## src/rtl/abus_pkg.sv

```systemverilog
package abus_pkg;

    typedef enum logic [1:0] {
        BUS_IDLE  = 2'd0,
        BUS_DRIVE = 2'd1,
        BUS_HOLD  = 2'd2
    } bus_phase_e;

endpackage

```

## src/rtl/abus_sync.sv

```systemverilog
module abus_sync #(
    parameter int         W       = 1,
    parameter logic [W-1:0] RST_VAL = '0
) (
    input  logic         clk,
    input  logic         rst_n,
    input  logic [W-1:0] d,
    output logic [W-1:0] q
);

    typedef struct packed {
        logic [W-1:0] s1;
        logic [W-1:0] s2;
    } sync_t;

    sync_t st_d, st_q;

    always_comb begin
        st_d.s1 = d;
        st_d.s2 = st_q.s1;
    end

    always_ff @(posedge clk or negedge rst_n) begin
        if (!rst_n) begin
            st_q.s1 <= RST_VAL;
            st_q.s2 <= RST_VAL;
        end else begin
            st_q <= st_d;
        end
    end

    assign q = st_q.s2;

endmodule

```

## src/rtl/abus_cycle_ctrl.sv

```systemverilog
module abus_cycle_ctrl
    import abus_pkg::*;
#(
    parameter int DATA_W = 8
) (
    input  logic              clk,
    input  logic              rst_n,
    input  logic              cs_s,
    input  logic              rw_s,
    input  logic [DATA_W-1:0] rd_data,
    output logic              wr_en,
    output logic              rd_en,
    output logic [DATA_W-1:0] data_o,
    output logic              data_oe,
    output logic              dtack_n
);

    typedef struct packed {
        bus_phase_e        phase;
        logic [DATA_W-1:0] dout;
        logic              oe;
        logic              ack_n;
    } ctrl_t;

    ctrl_t st_d, st_q;

    always_comb begin
        st_d  = st_q;
        wr_en = 1'b0;
        rd_en = 1'b0;
        case (st_q.phase)
            BUS_IDLE: begin
                if (!cs_s) begin
                    st_d.phase = BUS_DRIVE;
                    if (rw_s) begin
                        rd_en     = 1'b1;
                        st_d.dout = rd_data;
                        st_d.oe   = 1'b1;
                    end else begin
                        wr_en = 1'b1;
                    end
                end
            end
            BUS_DRIVE: begin
                st_d.phase = BUS_HOLD;
                st_d.ack_n = 1'b0;
            end
            BUS_HOLD: begin
                if (cs_s) begin
                    st_d.phase = BUS_IDLE;
                    st_d.ack_n = 1'b1;
                    st_d.oe    = 1'b0;
                    st_d.dout  = '0;
                end
            end
            default: begin
                st_d.phase = BUS_IDLE;
                st_d.ack_n = 1'b1;
                st_d.oe    = 1'b0;
                st_d.dout  = '0;
            end
        endcase
    end

    always_ff @(posedge clk or negedge rst_n) begin
        if (!rst_n) begin
            st_q.phase <= BUS_IDLE;
            st_q.dout  <= '0;
            st_q.oe    <= 1'b0;
            st_q.ack_n <= 1'b1;
        end else begin
            st_q <= st_d;
        end
    end

    assign data_o  = st_q.dout;
    assign data_oe = st_q.oe;
    assign dtack_n = st_q.ack_n;

endmodule

```

## src/rtl/abus_reg_bank.sv

```systemverilog
module abus_reg_bank #(
    parameter int ADDR_W = 3,
    parameter int DATA_W = 8,
    parameter int NREG   = 8
) (
    input  logic                         clk,
    input  logic                         rst_n,
    input  logic [ADDR_W-1:0]            addr,
    input  logic [DATA_W-1:0]            wr_data,
    input  logic                         wr_en,
    input  logic                         rd_en,
    input  logic                         evt_i,
    output logic [DATA_W-1:0]            rd_data,
    output logic [(NREG-1)*DATA_W-1:0]   regs_o
);

    localparam int NRW       = NREG - 1;
    localparam int STAT_ADDR = NREG - 1;

    typedef struct packed {
        logic [NRW-1:0][DATA_W-1:0] regs;
        logic                       flag;
    } bank_t;

    bank_t st_d, st_q;
    logic  stat_hit;

    assign stat_hit = (addr == ADDR_W'(STAT_ADDR));

    always_comb begin
        st_d = st_q;
        for (int i = 0; i < NRW; i++) begin
            if (wr_en && addr == ADDR_W'(i)) begin
                st_d.regs[i] = wr_data;
            end
        end
        st_d.flag = evt_i | (st_q.flag & ~(rd_en & stat_hit));
    end

    always_comb begin
        rd_data = '0;
        for (int i = 0; i < NRW; i++) begin
            if (addr == ADDR_W'(i)) begin
                rd_data = st_q.regs[i];
            end
        end
        if (stat_hit) begin
            rd_data = DATA_W'(st_q.flag);
        end
    end

    always_ff @(posedge clk or negedge rst_n) begin
        if (!rst_n) begin
            st_q <= '0;
        end else begin
            st_q <= st_d;
        end
    end

    for (genvar g = 0; g < NRW; g++) begin : g_flat
        assign regs_o[g*DATA_W +: DATA_W] = st_q.regs[g];
    end

endmodule

```

## src/rtl/abus_slave.sv

```systemverilog
module abus_slave #(
    parameter int ADDR_W = 3,
    parameter int DATA_W = 8,
    parameter int NREG   = 8
) (
    input  logic                       clk,
    input  logic                       rst_n,
    input  logic                       cs_n,
    input  logic                       rw,
    input  logic [ADDR_W-1:0]          addr,
    input  logic [DATA_W-1:0]          data_i,
    output logic [DATA_W-1:0]          data_o,
    output logic                       data_oe,
    output logic                       dtack_n,
    input  logic                       evt_i,
    output logic [(NREG-1)*DATA_W-1:0] regs_o
);

    logic              cs_s;
    logic              rw_s;
    logic              wr_en;
    logic              rd_en;
    logic [DATA_W-1:0] rd_data;

    abus_sync #(.W(2), .RST_VAL(2'b11)) u_sync (
        .clk   (clk),
        .rst_n (rst_n),
        .d     ({cs_n, rw}),
        .q     ({cs_s, rw_s})
    );

    abus_cycle_ctrl #(.DATA_W(DATA_W)) u_ctrl (
        .clk     (clk),
        .rst_n   (rst_n),
        .cs_s    (cs_s),
        .rw_s    (rw_s),
        .rd_data (rd_data),
        .wr_en   (wr_en),
        .rd_en   (rd_en),
        .data_o  (data_o),
        .data_oe (data_oe),
        .dtack_n (dtack_n)
    );

    abus_reg_bank #(.ADDR_W(ADDR_W), .DATA_W(DATA_W), .NREG(NREG)) u_bank (
        .clk     (clk),
        .rst_n   (rst_n),
        .addr    (addr),
        .wr_data (data_i),
        .wr_en   (wr_en),
        .rd_en   (rd_en),
        .evt_i   (evt_i),
        .rd_data (rd_data),
        .regs_o  (regs_o)
    );

endmodule

```

## config.mk

```make
export PLATFORM = sky130hd
export DESIGN_NAME = abus_slave
export DESIGN_NICKNAME = d
export VERILOG_FILES = /design/src/rtl/abus_pkg.sv /design/src/rtl/abus_sync.sv /design/src/rtl/abus_cycle_ctrl.sv /design/src/rtl/abus_reg_bank.sv /design/src/rtl/abus_slave.sv
export SDC_FILE = /design/constraint.sdc
export NUM_CORES = 1
export LEC_CHECK = 0
export ABC_AREA = 1
export ABC_CLOCK_PERIOD_IN_PS = 1900
export BUFFER_PORTS_ARGS = -buffer_cell sky130_fd_sc_hd__buf_2
export CAP_MARGIN = 20
export CORE_MARGIN = 2
export CORE_UTILIZATION = 45
export DETAILED_ROUTE_END_ITERATION = 8
export HOLD_SLACK_MARGIN = 0.12
export PLACE_DENSITY_LB_ADDON = 0.25
export SYNTH_ARGS = -nofsm -noshare
export SYNTH_HDL_FRONTEND = slang
export SYNTH_HIERARCHICAL = 1
export SYNTH_SLANG_ARGS = --single-unit
```

## constraint.sdc

```tcl
create_clock -name clk -period 1.9 [get_ports clk]
set_input_delay 0.19 -clock clk [delete_from_list [all_inputs] [get_ports clk]]
set_output_delay 0.19 -clock clk [all_outputs]
set_load 0.03 [all_outputs]
```

## Word-level counts from Yosys, hierarchy flattened

Index checks and enable logic that the tools add are counted.

- Register bits: 73
- Input port bits: 16
- Output and inout bits: 66
- Word-level logic and storage cells: 64

- Equality and inequality tests: 12
- Multiplexer cells: 20
- Bitwise operators: 6
- Reduce and logical (&&, ||, !) cells: 12

Operators with widths:

| kind | number |
|---|---|
| $mux W8 | 8 |
| $pmux W9 S3 | 1 |
| $eq A3 B3 Y1 const B | 4 |
| $mux W12 | 1 |
| $mux W11 | 1 |
| $mux W9 | 1 |
| $logic_and A1 B1 Y1 | 7 |
| $eq A3 B2 Y1 const B | 2 |
| $mux W1 | 6 |
| $ne A2 B2 Y1 const B | 3 |
| $pmux W2 S3 | 1 |
| $reduce_and A2 Y1 | 2 |
| $reduce_and A4 Y1 | 1 |
| $eq A3 B1 Y1 const B | 1 |
| $logic_not A3 Y1 | 1 |
| $not A1 Y1 | 3 |
| $pmux W1 S3 | 1 |
| $and A1 B1 Y1 | 2 |
| $eq A2 B1 Y1 const B | 1 |
| $eq A2 B2 Y1 const B | 1 |
| $logic_not A2 Y1 | 1 |
| $or A1 B1 Y1 | 1 |

## Depth between registers and ports, before layout

Gate-level depths: netlist of run 1.

- Depth after elaboration: 12
- Gate-level depth with buffers: 12
- Mapped depth without buffers: 11

## Modules after synthesis

Netlist of run 1, hierarchy kept.

Modules (own cells, without submodules):

| module | times used | cells an instance | area an instance (um^2) | sequential area each (um^2) |
|---|---|---|---|---|
| abus_reg_bank | 1 | 391 | 3231.8 | 1426.4 |
| abus_cycle_ctrl | 1 | 61 | 584.3 | 301.5 |
| abus_sync | 1 | 4 | 105.1 | 105.1 |

## Worst setup path before layout of run 1

No wires, ideal clock.

- Path type: register -> register
- Start: register u_ctrl/st_q[10] in the netlist's numbering
- End: register u_bank.st_q (netlist bit u_bank/regs_o[13])
- Library setup time: 0.131 ns
- Arrival: 1.507 ns
- Data required time: 1.769 ns
- Slack: 0.262 ns
- Stages on the path, launching flop included: 7
- Path buffers: 1
- Clock period less this slack: 1.638 ns
- Cells stage by stage: dfrtp_1 nor2_2 and3_1 nand2_1 buf_2 nand2_1 o21ai_0

- Cells in the longest elaborated chain, start to end: 3

Ends and longest elaborated chain:

| what | RTL line | RTL |
|---|---|---|
| from (decl) | abus_cycle_ctrl.sv:25 | `ctrl_t st_d, st_q;` |
| from (signal assigned) | abus_cycle_ctrl.sv:72 | `st_q <= st_d;` |
| $logic_not A2 Y1 | abus_cycle_ctrl.sv:31 | `case (st_q.phase)` |
| $mux W1 | abus_cycle_ctrl.sv:31 |  |
| net wr_en | abus_slave.sv:21 | `logic wr_en;` |
| $logic_and A1 B1 Y1 | abus_reg_bank.sv:33 | `if (wr_en && addr == ADDR_W'(i)) begin` |
| to (signal assigned) | abus_reg_bank.sv:56 | `st_q <= st_d;` |
| to (decl) | abus_reg_bank.sv:25 | `bank_t st_d, st_q;` |

The timed path passes the listed nets, and every way through them passes these cells.
A chain may end at the register's enable or synchronous reset.

## Final worst setup path of run 1

- Start: register u_ctrl/st_q[10] in the netlist's numbering
- End: register u_bank.st_q (netlist bit u_bank/regs_o[3])

The elaborated chain is that of the path after synthesis.

==> flow_metrics.tcl, run 1 <==
set metrics [dict create \
    synthSimpleGateAreaFrac_pct 24.3 \
    path_delay_family "simple AND/OR/NAND/NOR gates" \
    power_frac_comb_pct 42.7 \
    p_per_area_nw_per_um2 1640 \
    track_usage_pct 19.8 \
    start_util_pct 45.6 \
    std_cell_rows 34 \
    p_clk_share_pct 17.9 \
    htree_levels 3 \
    tightest_slew_ns 0.553 \
    placed_area_um2 3940 \
    r2r_end "u_bank/regs_o[3]" \
    tns_ns 0 \
    fmax_mhz 594 \
    post-dp-hpwl_um 6610 \
    synthAdderAreaFrac_pct 0 \
    clk_pin_slew_ns 0.08 \
    drc 0 \
    critPathKind "flip-flop to flip-flop" \
    cp_num_buf_inv 0 \
    numPortBuffers 81 \
    first_global_vias 2801 \
    seqPwrFrac_pct 39.4 \
    min_path_cells 3 \
    vias 2960 \
    min-delay-start "data_i[6]" \
    cts_hold_buffers 4 \
    antenna_found_initial 0 \
    worstHoldPathType "input pin to flip-flop" \
    syn_avg_cell_area_um2 8.60 \
    place_ws_ns 0.229 \
    synth_top_family_by_area "simple AND/OR/NAND/NOR gates" \
    hold_end "u_bank/regs_o[22]" \
    grt_first_pass_wirelength_um 14600 \
    core_um2 8590 \
    rsz0062_at_grt "no" \
    drt_pre_antenna_iters 4 \
    cp.required_ns 2.16 \
    power_switching_w 0.00318 \
    power.internal_w 0.00366 \
    end_kind "flip-flop" \
    cts_root_buf "clkbuf_8" \
    tritoncts "yes" \
    synthMuxAreaShare_pct 0 \
    ys_seq_elements 73 \
    yosysWarnings 6 \
    setup_viol_count_final 0 \
    routedWlPerCell_um 15.2 \
    synth.distinct_cells 29 \
    maxSlewViolCount 0 \
    rrSetupSlack_ns 0.22 \
    crit_chain "nor2_2, and3_1, nand2_1, o21ai_0" \
    dieWidth_um 97.4 \
    syn_inst 456 \
    finalHoldViolations 0 \
    antenna_cells 0 \
    die_h_um 97.4 \
    finalInstanceArea_um2 4180 \
    clk_latency_ns 0.35 \
    finClkSkew_ns 0.0111 \
    drt_wl_total_um 9040 \
    grt_overflow 0 \
    layout-drive-gt1-share_pct 31.4 \
    synth-xor-area-share_pct 0 \
    cap_violations 0 \
    slowest_stage "dfrtp_1" \
    cts.sinks 73 \
    syn_area_um2 3920 \
    synth-edff-count 0 \
    crit_path_max_incr_delay_ns 0.44 \
    fillCellCount 845 \
    finalCriticalPeriod_ns 1.68 \
    cts_made_buffers 9 \
    io_pins 82 \
    leakagePower_nw 2.28 \
    yosysSeqAreaShare_pct 46.7 \
    synth-compound-area-share_pct 9.89 \
    cp.arrival_ns 1.94 \
    synth_async_sr_flop_share_pct 100 \
    setup_ws_ns 0.215 \
    place_congestion 0.820 \
    die-area_um2 9480 \
    start_kind "flip-flop" \
    relSlewSlack_pct 63.1 \
    status "completed" \
    cts_resized 0 \
    vias_per_cell 4.97 \
    post_cts_buffers 0 \
    switching_share_pct 46.5 \
    synth_flop_cell "dfrtp_1" \
    register_area_um2 1830 \
    r2r_start "u_ctrl/st_q[10]" \
    nets 499 \
    area_growth_pct 6.51 \
    reg2reg_depth 4 \
    first_iter_violations 144 \
    syn_nets 472 \
    finalCritPeriodShare_pct 88.7 \
    finalPower_w 0.00684 \
    grt_max_degree 35 \
    ant_nets 0 \
    max-vdd-ir-drop_mv 0.722 \
    cp_max_fo 16 \
    clock_path_buffers 2 \
    multiInputGateArea_um2 1340 \
]
[worst max path at each step]
| stage | from | to | slack, ns | depth (start not counted) |
|---|---|---|---|---|
| 3_3_place_gp | addr[2] | u_ctrl/data_o[2] | 0.26 | 12 |
| 6_report | u_ctrl/st_q[10] | u_bank/regs_o[3] | 0.22 | 4 |
| 5_1_grt | u_ctrl/st_q[10] | u_bank/regs_o[1] | 0.03 | 4 |
| 3_5_place_dp | addr[2] | u_ctrl/data_o[2] | 0.23 | 12 |
| 4_1_cts | u_ctrl/st_q[10] | u_bank/regs_o[3] | 0.21 | 4 |
| 2_1_floorplan | u_ctrl/st_q[10] | u_bank/regs_o[13] | 0.26 | 6 |
[cell usage in the layout (no fill, tap or decap), types with 2 or more instances in the layout]
| cell type | instances |
|---|---|
| nand2_2 | 6 |
| nor2_1 | 20 |
| nand4_1 | 18 |
| inv_1 | 36 |
| nand2_1 | 113 |
| inv_2 | 4 |
| o21ai_2 | 16 |
| dlygate4sd3_1 | 4 |
| nor3_1 | 4 |
| buf_4 | 5 |
| clkinvlp_4 | 2 |
| a21oi_1 | 3 |
| dfstp_2 | 5 |
| o21ai_0 | 23 |
| dfrtp_1 | 68 |
| or2_2 | 5 |
| nor2_4 | 3 |
| clkbuf_8 | 10 |
| o21ai_1 | 17 |
| nand2_4 | 5 |
| buf_2 | 81 |
| clkinv_2 | 4 |
| nand3_1 | 25 |
[Yosys cell counts, types with 2 or more instances]
master	instances	area, µm²
nand4_1	18	113
nand2_2	6	37.5
dfrtp_1	68	1700
clkinv_2	2	10.0
buf_6	7	78.8
buf_2	4	20.0
o21ai_0	23	115
nor2_1	20	75.1
nand2_1	113	424
inv_2	4	15.0
o21ai_1	17	85.1
nand3_1	25	125
buf_4	64	480
nor2_4	3	33.8
o21ai_2	16	140
inv_1	36	135
nor3_1	4	20.0
a21oi_1	3	15.0
dfstp_2	5	131
or2_2	5	31.3
nand2_4	5	56.3
[worst register-to-register path: stages (launching register included)]
cell and delay, ns:
dfrtp_1 0.44, nor2_2 0.14, and3_1 0.38, nand2_1 0.36
o21ai_0 0.28
[cell families after synthesis]
logic type	Yosys count
AND/OR/NAND/NOR	203
buffers and inverters	118
flip-flops	73
AO/OA/AOI/OAI	62
[registers in the layout, summed over array words and instances, names as in the netlist]
register / flops
u_bank/regs_o: 56
u_bank/st_q: 1
u_ctrl/data_o: 8
u_ctrl/data_oe: 1
u_ctrl/dtack_n: 1
u_ctrl/st_q: 2
u_sync/q: 2
u_sync/st_d: 2
[final cells by class]
| class | instances | share of cell area (%) |
|---|---|---|
| sequential | 73 | 43.9 |
| multi-input combinational | 265 | 32.1 |
| timing repair buffer | 91 | 12.0 |
| inverter | 43 | 3.98 |
| clock buffer | 11 | 3.39 |
| tap | 108 | 3.24 |
| clock inverter | 5 | 1.32 |
[per-layer routing]
| metal | wire, µm | track usage [%] | share of wire (%) |
|---|---|---|---|
| met1 | 4110 | 27.2 | 45 |
| met2 | 4210 | 30.7 | 47 |
| met3 | 551 | 4.17 | 6.1 |
| met4 | 167 | 8.44 | 1.8 |
| met5 | 0 | 0 | 0 |
[metrics by stage]
step	hold slack (ns)	cells	util, %
floorplan	-0.106	456	-
global placement	0.198	576	45.9
detailed placement	0.211	576	45.9
CTS	0.197	596	48.6
global route	0.237	596	48.6
finish	0.213	596	48.6
[power groups by stage]
stage          logic (W)  registers (W)  clock network (W)
3_5_place_dp     0.00293        0.00273                  0
3_3_place_gp     0.00289        0.00273                  0
6_report         0.00292        0.00270            0.00122
2_1_floorplan    0.00288        0.00260                  0
5_1_grt          0.00315        0.00280            0.00131
4_1_cts          0.00294        0.00271            0.00127
Power figures use the tool's default switching activity.
==> run 2, diff against run 1 <==
--- a/config.mk
+++ b/config.mk
@@ -9,8 +9,10 @@
 export ABC_CLOCK_PERIOD_IN_PS = 1900
 export BUFFER_PORTS_ARGS = -buffer_cell sky130_fd_sc_hd__buf_2
 export CAP_MARGIN = 20
+export CELL_PAD_IN_SITES_DETAIL_PLACEMENT = 0
+export CELL_PAD_IN_SITES_GLOBAL_PLACEMENT = 1
 export CORE_MARGIN = 2
-export CORE_UTILIZATION = 45
+export CORE_UTILIZATION = 41
 export DETAILED_ROUTE_END_ITERATION = 8
 export HOLD_SLACK_MARGIN = 0.12
 export PLACE_DENSITY_LB_ADDON = 0.25
==> run 2 against run 1 <==
  * Clock skew is 0.0038 ns lower
  * Combinational power hardly changed
  * Flip-flop and latch count stayed put
  * Register-to-register slack worse by 0.02 ns
  * Clock power is 30% higher
  * Worst setup slack worse by 0.016 ns
  * Cell area is 1.9% higher
  * Maximum frequency is 0.96% lower
  * Count of clock-buffer cells in the layout is 1 lower
  * Critical path type unchanged
  * Largest cell class unchanged
==> flow_metrics.tcl, run 2 (same netlist as run 1, synthesis figures left out) <==
set metrics [dict create \
    status "completed" \
    cp_num_buf_inv 1 \
    min-delay-start "data_i[5]" \
    first_global_vias 2759 \
    start_util_pct 42.4 \
    start_kind "flip-flop" \
    r2r_start "u_ctrl/st_q[10]" \
    largest_reg_flops 56 \
    dieWidth_um 102 \
    io_pins 82 \
    routedWlPerCell_um 15.0 \
    worstHoldPathType "input pin to flip-flop" \
    cap_violations 0 \
    rrSetupSlack_ns 0.20 \
    finClkSkew_ns 0.00736 \
    finalPower_w 0.00720 \
    tritoncts "yes" \
    critPathKind "flip-flop to flip-flop" \
    place_congestion 0.775 \
    cts_resized 0 \
    vias_per_cell 4.73 \
    core_um2 9240 \
    layout_common_cells "nand2_1 (113), buf_2 (81), dfrtp_1 (68)" \
    stdcell_count 614 \
    r2r_end "u_bank/regs_o[14]" \
    cts_root_buf "clkbuf_8" \
    post-dp-hpwl_um 6940 \
    grt_first_pass_wirelength_um 14600 \
    cts_made_buffers 9 \
    std_cell_rows 35 \
    critical_path.startpoint "u_ctrl/st_q[10]" \
    crit_path_end "u_bank/regs_o[14]" \
    drt_wl_total_um 9190 \
    cp.arrival_ns 1.90 \
    fillCellCount 952 \
    maxSlewViolCount 0 \
    tightest_slew_ns 0.623 \
    path_common_cell "nand2_1" \
    relSlewSlack_pct 58.5 \
    mostFrequentLayoutCell "nand2_1" \
    max-vdd-ir-drop_mv 0.782 \
    setup_viol_count_final 0 \
    leakagePower_nw 2.30 \
    grt_max_degree 31 \
    ant_nets 0 \
    drc 0 \
    timing.hold.ws_ns 0.227 \
    area_growth_pct 8.49 \
    cts_hold_buffers 4 \
    htree_levels 3 \
    reg2reg_depth 6 \
    vias 2903 \
    tns_ns 0 \
    nets 496 \
    cts.sinks 73 \
    clock_path_buffers 2 \
    finalHoldViolations 0 \
    cp_num_cells 6 \
    dp.cells 594 \
    crit_path_max_incr_delay_ns 0.44 \
    fmax_mhz 588 \
    grt_overflow 0 \
    first_iter_violations 123 \
    path_delay_family "simple AND/OR/NAND/NOR gates" \
    track_usage_pct 18.7 \
    post_cts_buffers 0 \
    p_per_area_nw_per_um2 1690 \
    die_h_um 102 \
    clk_latency_ns 0.34 \
    antenna_found_initial 0 \
    layout-drive-gt1-share_pct 30.9 \
    slowest_stage "dfrtp_1" \
    rsz0062_at_grt "no" \
    crit_chain "nor2_2, and3_1, buf_4, nand2_1, nand2_1, o21ai_0" \
    drt_pre_antenna_iters 5 \
    antenna_cells 0 \
    end_kind "flip-flop" \
    finalCriticalPeriod_ns 1.70 \
    finalCritPeriodShare_pct 89.5 \
    cp.required_ns 2.10 \
    die-area_um2 10400 \
    fin_util_pct 46.0 \
    clk_pin_slew_ns 0.08 \
    cp_max_fo 16 \
    numPortBuffers 81 \
]
-- run 2: cell types whose count changed in the layout (fill, tap and decap cells not counted), sizes merged --
cell	before	now
buf	87	84
bufinv	1	4
clkbuf	11	10
clkinvlp	2	0
-- run 2: power breakdown --
group	switching, W	internal [W]
combinational	0.00207	0.000838
sequential	0.000536	0.00217
clock	0.000577	0.00100
total	0.00319	0.00401
-- run 2: how the worst min path moves through the flow --
stage          cells after the start                end  slack (ns)
3_3_place_gp                       1  u_bank/regs_o[20]        0.24
4_1_cts                            3  u_bank/regs_o[53]        0.21
3_5_place_dp                       1   u_bank/regs_o[8]        0.25
6_report                           3  u_bank/regs_o[53]        0.23
2_1_floorplan                      0   u_bank/regs_o[0]       -0.11
5_1_grt                            3  u_bank/regs_o[21]        0.23
-- run 2: tightest hold or removal path: stages --
cell and delay (ns):
buf_2 0.07, inv_1 0.12, o21ai_2 0.15
-- run 2: layout make-up --
cell class              instances  area, µm²  share of cell area [%]
clock inverters                 6        130                    3.06
inverters                      43        166                    3.91
multi-input cells             265       1340                    31.6
flip-flops and latches         73       1830                    43.1
repair buffers                 88        493                    11.6
clock buffers                  10        128                    3.00
well taps                     129        161                    3.79
-- run 2: stage by stage --
step           worst slack [ns]  instance area [µm²]
3_3_place_gp              0.184                 3960
5_1_grt                  0.0104                 4250
6_report                  0.199                 4250
3_5_place_dp              0.192                 3960
2_1_floorplan             0.262                 3920
4_1_cts                   0.199                 4250
-- run 2: metal layers --
| metal | global-route usage (%) | wire length (µm) | vias up |
|---|---|---|---|
| met2 | 28.8 | 4210 | 65 |
| met3 | 4.00 | 367 | 9 |
| li1 | - | - | 1456 |
| met5 | 0 | 0 | - |
| met1 | 26.0 | 4470 | 1373 |
| met4 | 7.17 | 136 | 0 |
==> run 3, diff against run 2 <==
--- a/config.mk
+++ b/config.mk
@@ -15,6 +15,7 @@
 export CORE_UTILIZATION = 41
 export DETAILED_ROUTE_END_ITERATION = 8
 export HOLD_SLACK_MARGIN = 0.12
+export MAX_ROUTING_LAYER = met4
 export PLACE_DENSITY_LB_ADDON = 0.25
 export SYNTH_ARGS = -nofsm -noshare
 export SYNTH_HDL_FRONTEND = slang
==> run 3 against run 2 <==
  * Non-clock buffer count unchanged
  * Die area did not move
  * Worst hold slack about the same
  * Clock power is essentially flat
  * Power barely moved
  * Flip-flop and latch count unchanged
  * Cell area stayed put
  * Maximum frequency decreased by 0.89%
  * Sequential share of layout area unchanged
  * Worst setup slack got worse by 0.015 ns
  * Sequential power hardly changed
  * Via count is essentially flat
  * Critical endpoint is now u_bank/regs_o[13]
  * Highest routed layer unchanged
==> flow_metrics.tcl, run 3 (same netlist as run 1, synthesis figures left out) <==
set metrics [dict create \
    status "completed" \
    mostFrequentLayoutCell "nand2_1" \
    vias 2905 \
    place_ws_ns 0.192 \
    setup_ws_ns 0.184 \
    routedWlPerCell_um 15.0 \
    dieWidth_um 102 \
    largest_reg_flops 56 \
    relSlewSlack_pct 58.5 \
    post-dp-hpwl_um 6940 \
    critPathKind "flip-flop to flip-flop" \
    r2r_start "u_ctrl/st_q[10]" \
    fillCellCount 952 \
    slowest_stage "dfrtp_1" \
    antenna_cells 0 \
    cp_num_buf_inv 1 \
    post_cts_buffers 0 \
    timing.hold.ws_ns 0.227 \
    tightest_slew_ns 0.623 \
    path_delay_family "simple AND/OR/NAND/NOR gates" \
    reg2reg_depth 5 \
    finalHoldViolations 0 \
    worstHoldPathType "input pin to flip-flop" \
    end_kind "flip-flop" \
    std_cell_rows 35 \
    layout-drive-gt1-share_pct 30.9 \
    nets 496 \
    cp_max_fo 16 \
    vias_per_cell 4.73 \
    die_h_um 102 \
    antenna_found_initial 0 \
    io_pins 82 \
    cts_root_buf "clkbuf_8" \
    numPortBuffers 81 \
    finClkSkew_ns 0.00719 \
    tritoncts "yes" \
    grt_overflow 0 \
    r2r_end "u_bank/regs_o[13]" \
    finalPower_w 0.00720 \
    maxSlewViolCount 0 \
    drt_wl_total_um 9220 \
    leakagePower_nw 2.30 \
    finalCriticalPeriod_ns 1.72 \
    clk_pin_slew_ns 0.08 \
    cts_made_buffers 9 \
    cap_violations 0 \
    first_global_vias 2759 \
    min-delay-start "data_i[5]" \
    grt_max_degree 31 \
    cp.required_ns 2.15 \
    core_um2 9240 \
    p_per_area_nw_per_um2 1690 \
    cp.arrival_ns 1.96 \
    hold_end "u_bank/regs_o[53]" \
    drc 0 \
    tns_ns 0 \
    setup_viol_count_final 0 \
    die-area_um2 10400 \
    rrSetupSlack_ns 0.18 \
    clk_latency_ns 0.34 \
    htree_levels 3 \
    max-vdd-ir-drop_mv 0.781 \
    min_path_cells 3 \
    place_congestion 0.785 \
    crit_path_max_incr_delay_ns 0.44 \
    rsz0062_at_grt "no" \
    first_iter_violations 122 \
    crit_chain "nor2_2, and3_1, buf_4, nand2_1, o21ai_0" \
    ant_nets 0 \
    start_kind "flip-flop" \
    area_growth_pct 8.49 \
    start_util_pct 42.4 \
    cts.sinks 73 \
    track_usage_pct 19.3 \
    fin_util_pct 46.0 \
    drt_pre_antenna_iters 4 \
    fmax_mhz 583 \
    layout_common_cells "nand2_1 (113), buf_2 (81), dfrtp_1 (68)" \
    grt_first_pass_wirelength_um 14600 \
    clock_path_buffers 2 \
    finalCritPeriodShare_pct 90.3 \
]
-- run 3: cell counts in the layout (fill, tap and decap cells not counted) --
Identical to the previous run, type by type.
-- run 3: layout make-up --
cell class	count	area, µm²	share of cell area [%]
Inverter	43	166	3.91
Sequential cell	73	1830	43.1
Multi-Input combinational cell	265	1340	31.6
Clock inverter	6	130	3.06
Clock buffer	10	128	3.00
Tap cell	129	161	3.79
Timing Repair Buffer	88	493	11.6
-- run 3: timing repair --
action                                  CTS  global route
endpoints found under the setup margin    0             0
resized for setup                         0             0
endpoints found under the hold margin    24             0
hold buffers                              4             0
-- run 3: per-stage QoR --
step | cells | instance area (µm²)
3_5_place_dp | 594 | 3960
3_3_place_gp | 594 | 3960
2_1_floorplan | 456 | 3920
6_report | 614 | 4250
5_1_grt | 614 | 4250
4_1_cts | 614 | 4250
-- run 3: report_power, final --
part           internal [W]  switching [W]
combinational      0.000838        0.00207
sequential          0.00217       0.000537
clock               0.00100       0.000576
-- run 3: per-layer routing --
metal	wire length (µm)	part of all wire (%)	global-route usage, %	up-vias
met2	4220	46	28.8	69
met4	138	1.5	7.17	0
met5	0	0	-	-
met3	321	3.5	3.66	9
met1	4540	49	26.1	1377
li1	-	-	-	1450
-- run 3: worst max path at each step --
stage | endpoint | from | cells past startpoint
final | u_bank/regs_o[13] | u_ctrl/st_q[10] | 5
after global routing | u_bank/regs_o[14] | u_ctrl/st_q[10] | 6
after CTS | u_bank/regs_o[13] | u_ctrl/st_q[10] | 5
after detailed placement | u_ctrl/data_o[2] | addr[2] | 12
after global placement | u_ctrl/data_o[2] | addr[2] | 12
after floorplan | u_bank/regs_o[13] | u_ctrl/st_q[10] | 6
-- run 3: tightest hold or removal path, cell delays in order --
cell and delay, ns:
buf_2 0.07, inv_1 0.12, o21ai_2 0.15
